File: src/rtl/bdp_pkg.sv
package bdp_pkg;

    localparam int BYTE_W = 8;
    localparam int WORD_W = 24;

    typedef enum logic [1:0] {
        FMT_W24  = 2'b00,
        FMT_W16  = 2'b01,
        FMT_HI8  = 2'b10,
        FMT_LO8  = 2'b11
    } fmt_e;

    typedef enum logic [2:0] {
        ST_IDLE,
        ST_FETCH,
        ST_LOAD,
        ST_BYTE,
        ST_STORE
    } state_e;

    // index of the final byte of a word for a format
    function automatic logic [1:0] final_idx(fmt_e f);
        case (f)
            FMT_W24: final_idx = 2'd2;
            FMT_W16: final_idx = 2'd1;
            default: final_idx = 2'd0;
        endcase
    endfunction

    // shift history (newest byte in bits 7:0) to internal word
    function automatic logic [WORD_W-1:0] pack_word(fmt_e f, logic [WORD_W-1:0] hist);
        case (f)
            FMT_W24: pack_word = hist;
            FMT_W16: pack_word = {8'h00, hist[15:0]};
            FMT_HI8: pack_word = {8'h00, hist[7:0], 8'h00};
            default: pack_word = {16'h0000, hist[7:0]};
        endcase
    endfunction

    // internal word to a byte queue, first byte in bits 23:16
    function automatic logic [WORD_W-1:0] unpack_word(fmt_e f, logic [WORD_W-1:0] w);
        case (f)
            FMT_W24: unpack_word = w;
            FMT_W16: unpack_word = {w[15:0], 8'h00};
            FMT_HI8: unpack_word = {w[15:8], 16'h0000};
            default: unpack_word = {w[7:0], 16'h0000};
        endcase
    endfunction

endpackage

File: src/rtl/bdp_wait_timer.sv
module bdp_wait_timer #(
    parameter int WAIT_W = 3
) (
    input  logic              clk,
    input  logic              rst,
    input  logic              run,
    input  logic [WAIT_W-1:0] limit,
    output logic              done
);
    logic [WAIT_W-1:0] cnt_q;

    assign done = run && (cnt_q == limit);

    always_ff @(posedge clk) begin
        if (rst || !run || done) cnt_q <= '0;
        else                     cnt_q <= cnt_q + 1'b1;
    end
endmodule

File: src/rtl/bdp_assembler.sv
module bdp_assembler
    import bdp_pkg::*;
(
    input  logic              clk,
    input  logic              rst,
    input  logic              shift_en,
    input  logic [BYTE_W-1:0] byte_in,
    input  fmt_e              fmt,
    output logic [WORD_W-1:0] word_out
);
    logic [WORD_W-1:0] hist_q;

    always_ff @(posedge clk) begin
        if (rst)           hist_q <= '0;
        else if (shift_en) hist_q <= {hist_q[WORD_W-BYTE_W-1:0], byte_in};
    end

    assign word_out = pack_word(fmt, hist_q);
endmodule

File: src/rtl/bdp_splitter.sv
module bdp_splitter
    import bdp_pkg::*;
(
    input  logic              clk,
    input  logic              rst,
    input  logic              load,
    input  logic [WORD_W-1:0] word_in,
    input  fmt_e              fmt,
    input  logic              shift_en,
    output logic [BYTE_W-1:0] byte_out
);
    logic [WORD_W-1:0] queue_q;

    always_ff @(posedge clk) begin
        if (rst)           queue_q <= '0;
        else if (load)     queue_q <= unpack_word(fmt, word_in);
        else if (shift_en) queue_q <= {queue_q[WORD_W-BYTE_W-1:0], {BYTE_W{1'b0}}};
    end

    assign byte_out = queue_q[WORD_W-1 -: BYTE_W];
endmodule

File: src/rtl/bytedma_packer.sv
module bytedma_packer
    import bdp_pkg::*;
#(
    parameter int CNT_W   = 14,
    parameter int IADDR_W = 14,
    parameter int EADDR_W = 14,
    parameter int PAGE_W  = 8,
    parameter int WAIT_W  = 3
) (
    input  logic                      clk,
    input  logic                      rst,
    input  logic                      start,
    input  logic [CNT_W-1:0]          cfg_count,
    input  logic                      cfg_dir,
    input  logic [1:0]                cfg_fmt,
    input  logic [PAGE_W-1:0]         cfg_page,
    input  logic [EADDR_W-1:0]        cfg_ext_addr,
    input  logic [IADDR_W-1:0]        cfg_int_addr,
    input  logic [WAIT_W-1:0]         cfg_wait,
    output logic [PAGE_W+EADDR_W-1:0] ext_addr,
    output logic                      ext_rd,
    output logic                      ext_wr,
    output logic [7:0]                ext_wdata,
    input  logic [7:0]                ext_rdata,
    output logic [IADDR_W-1:0]        int_addr,
    output logic                      int_re,
    input  logic [23:0]               int_rdata,
    output logic                      int_we,
    output logic [23:0]               int_wdata,
    output logic                      busy,
    output logic                      irq,
    input  logic                      irq_clr
);
    state_e               state_q;
    logic [CNT_W-1:0]     cnt_q;
    logic                 dir_q;
    fmt_e                 fmt_q;
    logic [PAGE_W-1:0]    page_q;
    logic [EADDR_W-1:0]   eaddr_q;
    logic [IADDR_W-1:0]   iaddr_q;
    logic [WAIT_W-1:0]    wait_q;
    logic [1:0]           bidx_q;
    logic                 irq_q;

    logic in_byte, byte_done, word_end, last_word;

    assign in_byte   = (state_q == ST_BYTE);
    assign word_end  = byte_done && (bidx_q == final_idx(fmt_q));
    assign last_word = (cnt_q == CNT_W'(1));

    bdp_wait_timer #(.WAIT_W(WAIT_W)) u_timer (
        .clk   (clk),
        .rst   (rst),
        .run   (in_byte),
        .limit (wait_q),
        .done  (byte_done)
    );

    bdp_assembler u_asm (
        .clk      (clk),
        .rst      (rst),
        .shift_en (byte_done && !dir_q),
        .byte_in  (ext_rdata),
        .fmt      (fmt_q),
        .word_out (int_wdata)
    );

    bdp_splitter u_split (
        .clk      (clk),
        .rst      (rst),
        .load     (state_q == ST_LOAD),
        .word_in  (int_rdata),
        .fmt      (fmt_q),
        .shift_en (byte_done && dir_q),
        .byte_out (ext_wdata)
    );

    always_ff @(posedge clk) begin
        if (rst) begin
            state_q <= ST_IDLE;
            cnt_q   <= '0;
            dir_q   <= 1'b0;
            fmt_q   <= FMT_W24;
            page_q  <= '0;
            eaddr_q <= '0;
            iaddr_q <= '0;
            wait_q  <= '0;
            bidx_q  <= '0;
            irq_q   <= 1'b0;
        end else begin
            if (irq_clr) irq_q <= 1'b0;
            case (state_q)
                ST_IDLE: begin
                    if (start) begin
                        if (cfg_count == '0) begin
                            irq_q <= 1'b1;
                        end else begin
                            cnt_q   <= cfg_count;
                            dir_q   <= cfg_dir;
                            fmt_q   <= fmt_e'(cfg_fmt);
                            page_q  <= cfg_page;
                            eaddr_q <= cfg_ext_addr;
                            iaddr_q <= cfg_int_addr;
                            wait_q  <= cfg_wait;
                            bidx_q  <= '0;
                            state_q <= cfg_dir ? ST_FETCH : ST_BYTE;
                        end
                    end
                end
                ST_FETCH: state_q <= ST_LOAD;
                ST_LOAD:  state_q <= ST_BYTE;
                ST_BYTE: begin
                    if (byte_done) begin
                        eaddr_q <= eaddr_q + 1'b1;
                        bidx_q  <= word_end ? 2'd0 : bidx_q + 2'd1;
                        if (word_end) begin
                            if (!dir_q) begin
                                state_q <= ST_STORE;
                            end else begin
                                cnt_q   <= cnt_q - 1'b1;
                                iaddr_q <= iaddr_q + 1'b1;
                                if (last_word) begin
                                    state_q <= ST_IDLE;
                                    irq_q   <= 1'b1;
                                end else begin
                                    state_q <= ST_FETCH;
                                end
                            end
                        end
                    end
                end
                ST_STORE: begin
                    cnt_q   <= cnt_q - 1'b1;
                    iaddr_q <= iaddr_q + 1'b1;
                    if (last_word) begin
                        state_q <= ST_IDLE;
                        irq_q   <= 1'b1;
                    end else begin
                        state_q <= ST_BYTE;
                    end
                end
                default: state_q <= ST_IDLE;
            endcase
        end
    end

    assign ext_addr = {page_q, eaddr_q};
    assign ext_rd   = in_byte && !dir_q;
    assign ext_wr   = in_byte && dir_q;
    assign int_addr = iaddr_q;
    assign int_re   = (state_q == ST_FETCH);
    assign int_we   = (state_q == ST_STORE);
    assign busy     = (state_q != ST_IDLE);
    assign irq      = irq_q;
endmodule

File: config.mk
export PLATFORM = sky130hd
export DESIGN_NAME = bytedma_packer
export DESIGN_NICKNAME = d
export VERILOG_FILES = /design/src/rtl/bdp_pkg.sv /design/src/rtl/bdp_wait_timer.sv /design/src/rtl/bdp_assembler.sv /design/src/rtl/bdp_splitter.sv /design/src/rtl/bytedma_packer.sv
export SDC_FILE = /design/constraint.sdc
export NUM_CORES = 1
export LEC_CHECK = 0
export ABC_AREA = 1
export BUFFER_PORTS_ARGS = -buffer_cell sky130_fd_sc_hd__buf_2
export CORE_MARGIN = 2
export CORE_UTILIZATION = 58
export CTS_BUF_LIST = sky130_fd_sc_hd__clkbuf_16
export DETAILED_ROUTE_END_ITERATION = 8
export PLACE_DENSITY = 0.9
export REMOVE_ABC_BUFFERS = 1
export SYNTH_ARGS = -nofsm -noshare
export SYNTH_HDL_FRONTEND = slang
export SYNTH_HIERARCHICAL = 1
export SYNTH_SLANG_ARGS = --single-unit
File: constraint.sdc
create_clock -name clk -period 4.95 [get_ports clk]
set_input_delay 0.99 -clock clk [delete_from_list [all_inputs] [get_ports clk]]
set_output_delay 0.99 -clock clk [all_outputs]
set_load 0.1 [all_outputs]
## After elaboration in Yosys (flattened, before gate mapping)

Cells that the tools add are included.

- Add/subtract/negate cells: 5
- Equality and inequality tests: 14
- Multiplexer cells: 43
- Bitwise operators: 1
- Reduce and logical (&&, ||, !) cells: 21

Operator list:

| operator | count |
|---|---|
| 14-bit two-way mux | 13 |
| 24-bit case mux with 3 select lines | 2 |
| 14-bit case mux with 3 select lines | 2 |
| 24-bit two-way mux | 2 |
| 14-bit by 1-bit adder with 14-bit output, second input constant | 2 |
| 14-bit case mux with 2 select lines | 1 |
| 3-bit two-way mux | 5 |
| 3-bit case mux with 5 select lines | 1 |
| 14-bit by 1-bit equality test with 1-bit output, second input constant | 1 |
| 14-bit zero test | 1 |
| 14-bit by 1-bit subtractor with 14-bit output, second input constant | 1 |
| 2-bit two-way mux | 6 |
| 1-bit two-way mux | 8 |
| 2-bit case mux with 2 select lines | 2 |
| 4-bit AND reduction | 2 |
| 3-bit by 2-bit equality test with 1-bit output, second input constant | 2 |
| 1-bit logical AND | 6 |
| 2-bit != test, second input constant | 3 |
| 6-bit AND reduction | 1 |
| 3-bit nonzero test | 2 |
| 2-bit by 1-bit != test with 1-bit output, second input constant | 2 |
| 2-bit nonzero test | 2 |
| 3-bit by 1-bit adder with 3-bit output, second input constant | 1 |
| 3-bit by 1-bit equality test with 1-bit output, second input constant | 1 |
| other kinds (13) | 15 |

- Register bits after elaboration: 113
- Input bits: 92
- Output and inout bits: 74
- Word-level logic and storage cells: 97

## Longest topological paths before layout

Gate-level depths: netlist of run 1.

- Depth in word-level cells: 7
- Depth in mapped cells: 16
- Mapped depth without buffers: 15

## Modules after synthesis

The synthesis of run 1 kept the hierarchy.

By module, submodules not included:

| module | instances | cells each | area an instance (um^2) | seq. area each (um^2) |
|---|---|---|---|---|
| bytedma_packer | 1 | 682 | 3988.8 | 1241.2 |
| bdp_splitter | 1 | 215 | 1380.1 | 480.5 |
| bdp_assembler | 1 | 205 | 1202.4 | 480.5 |
| bdp_wait_timer | 1 | 30 | 190.2 | 60.1 |

## Worst setup path after synthesis of run 1

Ideal clock, no wire load.

- Path kind: register to output
- From: reg state_q[2]
- To: out ext_wr
- Data arrival time: 2066 ps
- Path slack: 1894 ps
- Cell stages (with the launch flop): 5
- Path buffers: 1
- Cell sequence: dfxtp_1 inv_2 nand3_1 clkbuf_1 nor2_1

- Word-level cells in the longest chain between the ends: 2

Ends and longest elaborated chain:

| what | RTL line | text |
|---|---|---|
| from (decl) | bytedma_packer.sv:34 | `state_e state_q;` |
| from (signal assigned) | bytedma_packer.sv:106 | `state_q <= cfg_dir ? ST_FETCH : ST_BYTE;` |
| 3-bit by 2-bit equality test with 1-bit output | bytedma_packer.sv:47 | `assign in_byte = (state_q == ST_BYTE);` |
| 1-bit logical AND | bytedma_packer.sv:149 | `assign ext_wr = in_byte && dir_q;` |
| to (decl) | bytedma_packer.sv:22 | `output logic ext_wr,` |

Every way passes these cells.

## Final worst setup path of run 1

- From: reg state_q[0]
- To: out ext_rd

- Word-level cells in the longest chain between the ends: 2

Ends and longest elaborated chain:

| what | RTL line | text |
|---|---|---|
| 3-bit by 2-bit equality test with 1-bit output | bytedma_packer.sv:47 |  |
| 1-bit logical AND | bytedma_packer.sv:148 | `assign ext_rd = in_byte && !dir_q;` |
| to (decl) | bytedma_packer.sv:21 | `output logic ext_rd,` |

Every way passes these cells.

==> metrics, run 1 <==
status=complete, no violations; Worst-Skew Late Latency=0.42 ns; global-route track usage on met3=6.26%; clk slew on worst S/H paths=0.05 ns; initial core utilization=59.2%; Max VDD drop=0.496 mV; Tcrit/Tclk final=63.4%; root buf cell=clkbuf_16; Synth top cells by count=nand2_1 (364), nor2_1 (216), inv_1 (119), dfxtp_1 (113), o21ai_0 (81); Layout Nets=1363; first-pass GRT wire length=28800 um; most used flip-flop cell after synthesis=dfxtp_1; Syn Inst Count=1132; Worst Setup End Kind=output port; wire length per cell=12.2 um; Via Count=7359; CP Launch Type=flip-flop; GRT met1 Usage=33.4%; CTS tree=yes; leakage power=0.00400 uW; worst min path class=flip-flop to flip-flop; Tot GR Track Use=27.3%; Longest Clk Path Bufs=2; number of synthesized register bits=113; via/cell ratio=5.18; Rel. slew slack=36.0%; initial antenna violation count=0; Sum Neg Setup Slack=0 ns; final global-route overflow total=0; critical path class=flip-flop to output port; hpwl dp=11500 um; H-tree Lvls=4; met2 Use GR=47.8%; count leader, synth=nand2_1; pwr dens=547 nW/um^2; port bufs=165; minimum clock period=3.14 ns; synthesis-to-finish area growth=18.8%; GRT busiest layer=met2; Finish-stage setup viols=0; Worst Skew=0.00860 ns; actual slew at the worst max-slew pin=0.959 ns; Initial DRT Pass Iterations=5; Mean Syn Cell Area=5.97 um^2; setup bufs post-CTS=0; Routed Antenna Nets=0; final hold vios=0; synth warn=6; Synth area leaders=dfxtp_1 (33%), nand2_1 (20%), nor2_1 (12%), inv_1 (6.6%), o21ai_0 (6.0%); CP max FO=27; die area=12500 um^2; Tot Pwr=4390 uW; Diodes inserted=0; sequential area share after synthesis=33.5%; clk sinks=113; aggregate routed wire length=17300 um; I/O pin count=166; Cell Area, Synth=6760 um^2; FILL cells=1026; RePlAce Congestion=0.903; DRC=0; RSZ-0062 raised after global routing=no; FP Rows=39; core area=11400 um^2; FFs w/ async S/R, synth=0%; CTS buffer count=17; Synth area leader=dfxtp_1; largest net degree at the start of global routing=55; Die Span Y=112 um; # hold bufs at CTS=0; Data arrival, critical path=2.15 ns; Die Span X=112 um; vias in the first global route=6647; cts repair resizes=0; Final Slew Violations=0; Post-synth EDFFs=0; Cell variety after synth=32; CP required=3.96 ns; layout cells sized above 1=17.6%; 1st-iter DRT viols=800; Achievable Freq=318 MHz; Synth top area share=33.5%; MaxCap Viol Count=0
-- layout make-up --
| cell class | count | area, um^2 | share of cell area [%] |
|---|---|---|---|
| multi-input cells | 841 | 3650 | 45.5 |
| flip-flops and latches | 113 | 2260 | 28.2 |
| repair buffers | 167 | 841 | 10.5 |
| inverters | 126 | 473 | 5.89 |
| clock buffers | 17 | 425 | 5.30 |
| clock inverters | 14 | 198 | 2.46 |
| well taps | 143 | 179 | 2.23 |
-- metal layers --
| metal | part of all wire [%] | vias to the layer above | wire (um) |
|---|---|---|---|
| li1 | - | 3774 | - |
| met1 | 42 | 3267 | 7250 |
| met2 | 49 | 294 | 8480 |
| met3 | 7.7 | 24 | 1340 |
| met4 | 1.3 | 0 | 230 |
| met5 | 0 | - | 0 |
-- registers in the layout (all words and copies together) (netlist names) --
signal	flops
state_q	3
eaddr_q	14
int_addr	14
fmt_q	2
cnt_q	14
bidx_q	2
dir_q	1
u_timer/cnt_q	3
page_q	8
u_split/queue_q	24
irq	1
wait_q	3
u_asm/hist_q	24
-- through the flow --
step           instance area, um^2  instances  utilization [%]  hold slack [ns]  setup WS, ns
5_1_grt                       8030       1421             70.3            0.465          1.69
2_1_floorplan                 6380       1080                -            0.429          1.89
6_report                      8030       1421             70.3            0.444          1.81
3_3_place_gp                  7410       1390             64.9            0.431          2.28
3_5_place_dp                  7410       1390             64.9            0.434          2.12
4_1_cts                       8030       1421             70.3            0.443          1.80
-- cells in the final DEF (no fill, tap or decap), drive strengths merged --
cell type  instances
nand2            371
nor2             223
buf              167
inv              128
dfxtp            113
o21ai             83
a21oi             64
nand3             63
clkbuf            17
nand4             11
or2                7
nor3               5
ha                 5
bufinv             5
a31oi              4
clkinv             4
clkinvlp           3
xnor2              2
nor4               1
o21bai             1
nand3b             1
-- worst paths after layout --
| path | startpoint | endpoint | slack (ns) | cells after the start |
|---|---|---|---|---|
| worst max-delay path | state_q[0] | ext_rd | 1.81 | 5 |
| worst min-delay path | page_q[6] | page_q[6] | 0.44 | 2 |
| worst max register to register | state_q[0] | cnt_q[10] | 2.06 | 13 |
| worst min register to register | page_q[6] | page_q[6] | 0.44 | 2 |
-- kinds of logic after synthesis --
group | synth area share [%]
flops | 33.5
xor+xnor | 0.259
simple gates | 41.4
compound gates | 11.4
buf+inv | 12.6
fa+ha+maj | 0.925
-- worst max-delay path: stages, from the launching register on --
cell     delay (ns)
dfxtp_1        0.39
nand2_1        0.13
nor2_4         0.45
nand2_1        0.20
inv_1          0.13
buf_2          0.43
-- report_power, final --
part | leakage, uW | internal (uW) | switching [uW]
clock | 0.000302 | 878 | 413
sequential | 0.000926 | 1080 | 154
combinational | 0.00277 | 402 | 1470
No activity file was read; power rests on OpenSTA's default activity.
==> run 2: changes to the inputs <==
--- a/config.mk
+++ b/config.mk
@@ -8,10 +8,10 @@
 export ABC_AREA = 1
 export BUFFER_PORTS_ARGS = -buffer_cell sky130_fd_sc_hd__buf_2
 export CORE_MARGIN = 2
-export CORE_UTILIZATION = 58
+export CORE_UTILIZATION = 54
 export CTS_BUF_LIST = sky130_fd_sc_hd__clkbuf_16
 export DETAILED_ROUTE_END_ITERATION = 8
-export PLACE_DENSITY = 0.9
+export PLACE_DENSITY = 0.85
 export REMOVE_ABC_BUFFERS = 1
 export SYNTH_ARGS = -nofsm -noshare
 export SYNTH_HDL_FRONTEND = slang
==> constraint.sdc (replaced) <==
create_clock -name clk -period 2.9 [get_ports clk]
set_input_delay 0.58 -clock clk [delete_from_list [all_inputs] [get_ports clk]]
set_output_delay 0.58 -clock clk [all_outputs]
set_load 0.1 [all_outputs]
==> metrics, run 2 (synthesis gave the netlist of run 1 again) <==
initial core utilization=55.8%; synthesis-to-finish area growth=19.8%; hold_sp=page_q[0]; CTS tree=yes; Via Count=7365; r2r startpoint=state_q[1]; Tot GR Track Use=25.7%; largest net degree at the start of global routing=55; I/O pin count=166; Layout Nets=1369; Diodes inserted=0; Tcrit/Tclk final=88.7%; Reg2Reg Setup Slack=0.39 ns; Worst Setup End Kind=output port; core area=12100 um^2; Die Span X=116 um; clk slew on worst S/H paths=0.05 ns; Achievable Freq=389 MHz; status=complete, no violations; aggregate routed wire length=17300 um; hpwl dp=11900 um; most frequent cells in the layout=nand2_1 (364), nor2_1 (215), buf_2 (165); Initial DRT Pass Iterations=5; final global-route overflow total=0; vias in the first global route=6340; Worst-Skew Late Latency=0.41 ns; RSZ-0062 raised after global routing=no; die area=13400 um^2; setup bufs post-CTS=0; FP Rows=40; most common cell after layout, fill and taps aside=nand2_1; actual slew at the worst max-slew pin=0.872 ns; RePlAce Congestion=0.898; 1st-iter DRT viols=866; FF-to-FF path depth=13; DRC=0; Routed Antenna Nets=0; via/cell ratio=5.07; Worst Skew=0.00969 ns; Tot Pwr=7420 uW; Longest Clk Path Bufs=2; initial antenna violation count=0; critical path class=flip-flop to output port; layout cells sized above 1=17.9%; port bufs=165; Finish-stage setup viols=0; Sum Neg Setup Slack=0 ns; CTS buffer count=17; Area after DPL=7500 um^2; CP Launch Type=flip-flop; clk sinks=113; worst min path class=flip-flop to flip-flop; FF-to-FF End=cnt_q[1]; leakage power=0.00403 uW; MaxCap Viol Count=0; wire length per cell=11.9 um; CP max FO=26; Rel. slew slack=41.8%; Die Span Y=116 um; CP required=2.32 ns; H-tree Lvls=4; Final Slew Violations=0; hold path depth=2; Max VDD drop=0.733 mV; final hold vios=0; root buf cell=clkbuf_16; cts repair resizes=0; final instance area=8100 um^2; minimum clock period=2.57 ns; # hold bufs at CTS=0; Hold Path End=page_q[0]; pwr dens=916 nW/um^2; Regs by FF count=u_asm/hist_q (24), u_split/queue_q (24); first-pass GRT wire length=28000 um; Data arrival, critical path=1.99 ns
-- run 2: changes by cell type in the layout (fill, tap and decap cells not counted), sizes merged --
cell      before  now
buf          167  173
clkinvlp       3    2
bufinv         5    4
clkinv         4    6
inv          128  129
-- run 2: critical path, cell delays in order (launching register included) --
cell and delay, ns:
dfxtp_1 0.40, nand2_1 0.14, nor2_4 0.11, buf_4 0.28, nand2_1 0.14, inv_1 0.09
buf_2 0.43
-- run 2: worst max-delay path by stage --
stage | slack [ns] | end | start | depth (start not counted)
6_report | 0.33 | ext_rd | state_q[1] | 6
5_1_grt | 0.15 | cnt_q[10] | state_q[1] | 13
4_1_cts | 0.32 | int_wdata[8] | fmt_q[1] | 5
3_5_place_dp | 0.43 | cnt_q[1] | state_q[0] | 13
3_3_place_gp | 0.59 | cnt_q[10] | state_q[1] | 13
2_1_floorplan | -0.13 | u_asm/hist_q[11] | state_q[1] | 11
-- run 2: final cells by class --
cell class	count	area (um^2)
clock buffers	17	425
clock inverters	15	176
fillers	1139	4010
inverters	126	473
multi-input cells	841	3650
flip-flops and latches	113	2260
well taps	168	210
repair buffers	173	898
-- run 2: through the flow --
step	cells	utilization, %	hold slack, ns	worst slack, ns
2_1_floorplan	1080	-	0.429	-0.134
3_3_place_gp	1421	61.9	0.434	0.588
3_5_place_dp	1421	61.9	0.437	0.432
4_1_cts	1453	66.9	0.442	0.320
5_1_grt	1453	66.9	0.447	0.154
6_report	1453	66.9	0.443	0.327
-- run 2: metal layers --
layer | share of wire (%) | track usage [%]
met2 | 48 | 43.6
met5 | 0 | 0
met1 | 43 | 31.8
met4 | 1.7 | 9.29
met3 | 7.7 | 6.12
-- run 2: where the power goes --
group / switching, uW / leakage [uW] / internal [uW] / total, uW
Clock: 710 / 0.000299 / 1410 / 2120
Combinational: 2500 / 0.00281 / 696 / 3200
Sequential: 261 / 0.000926 / 1840 / 2100
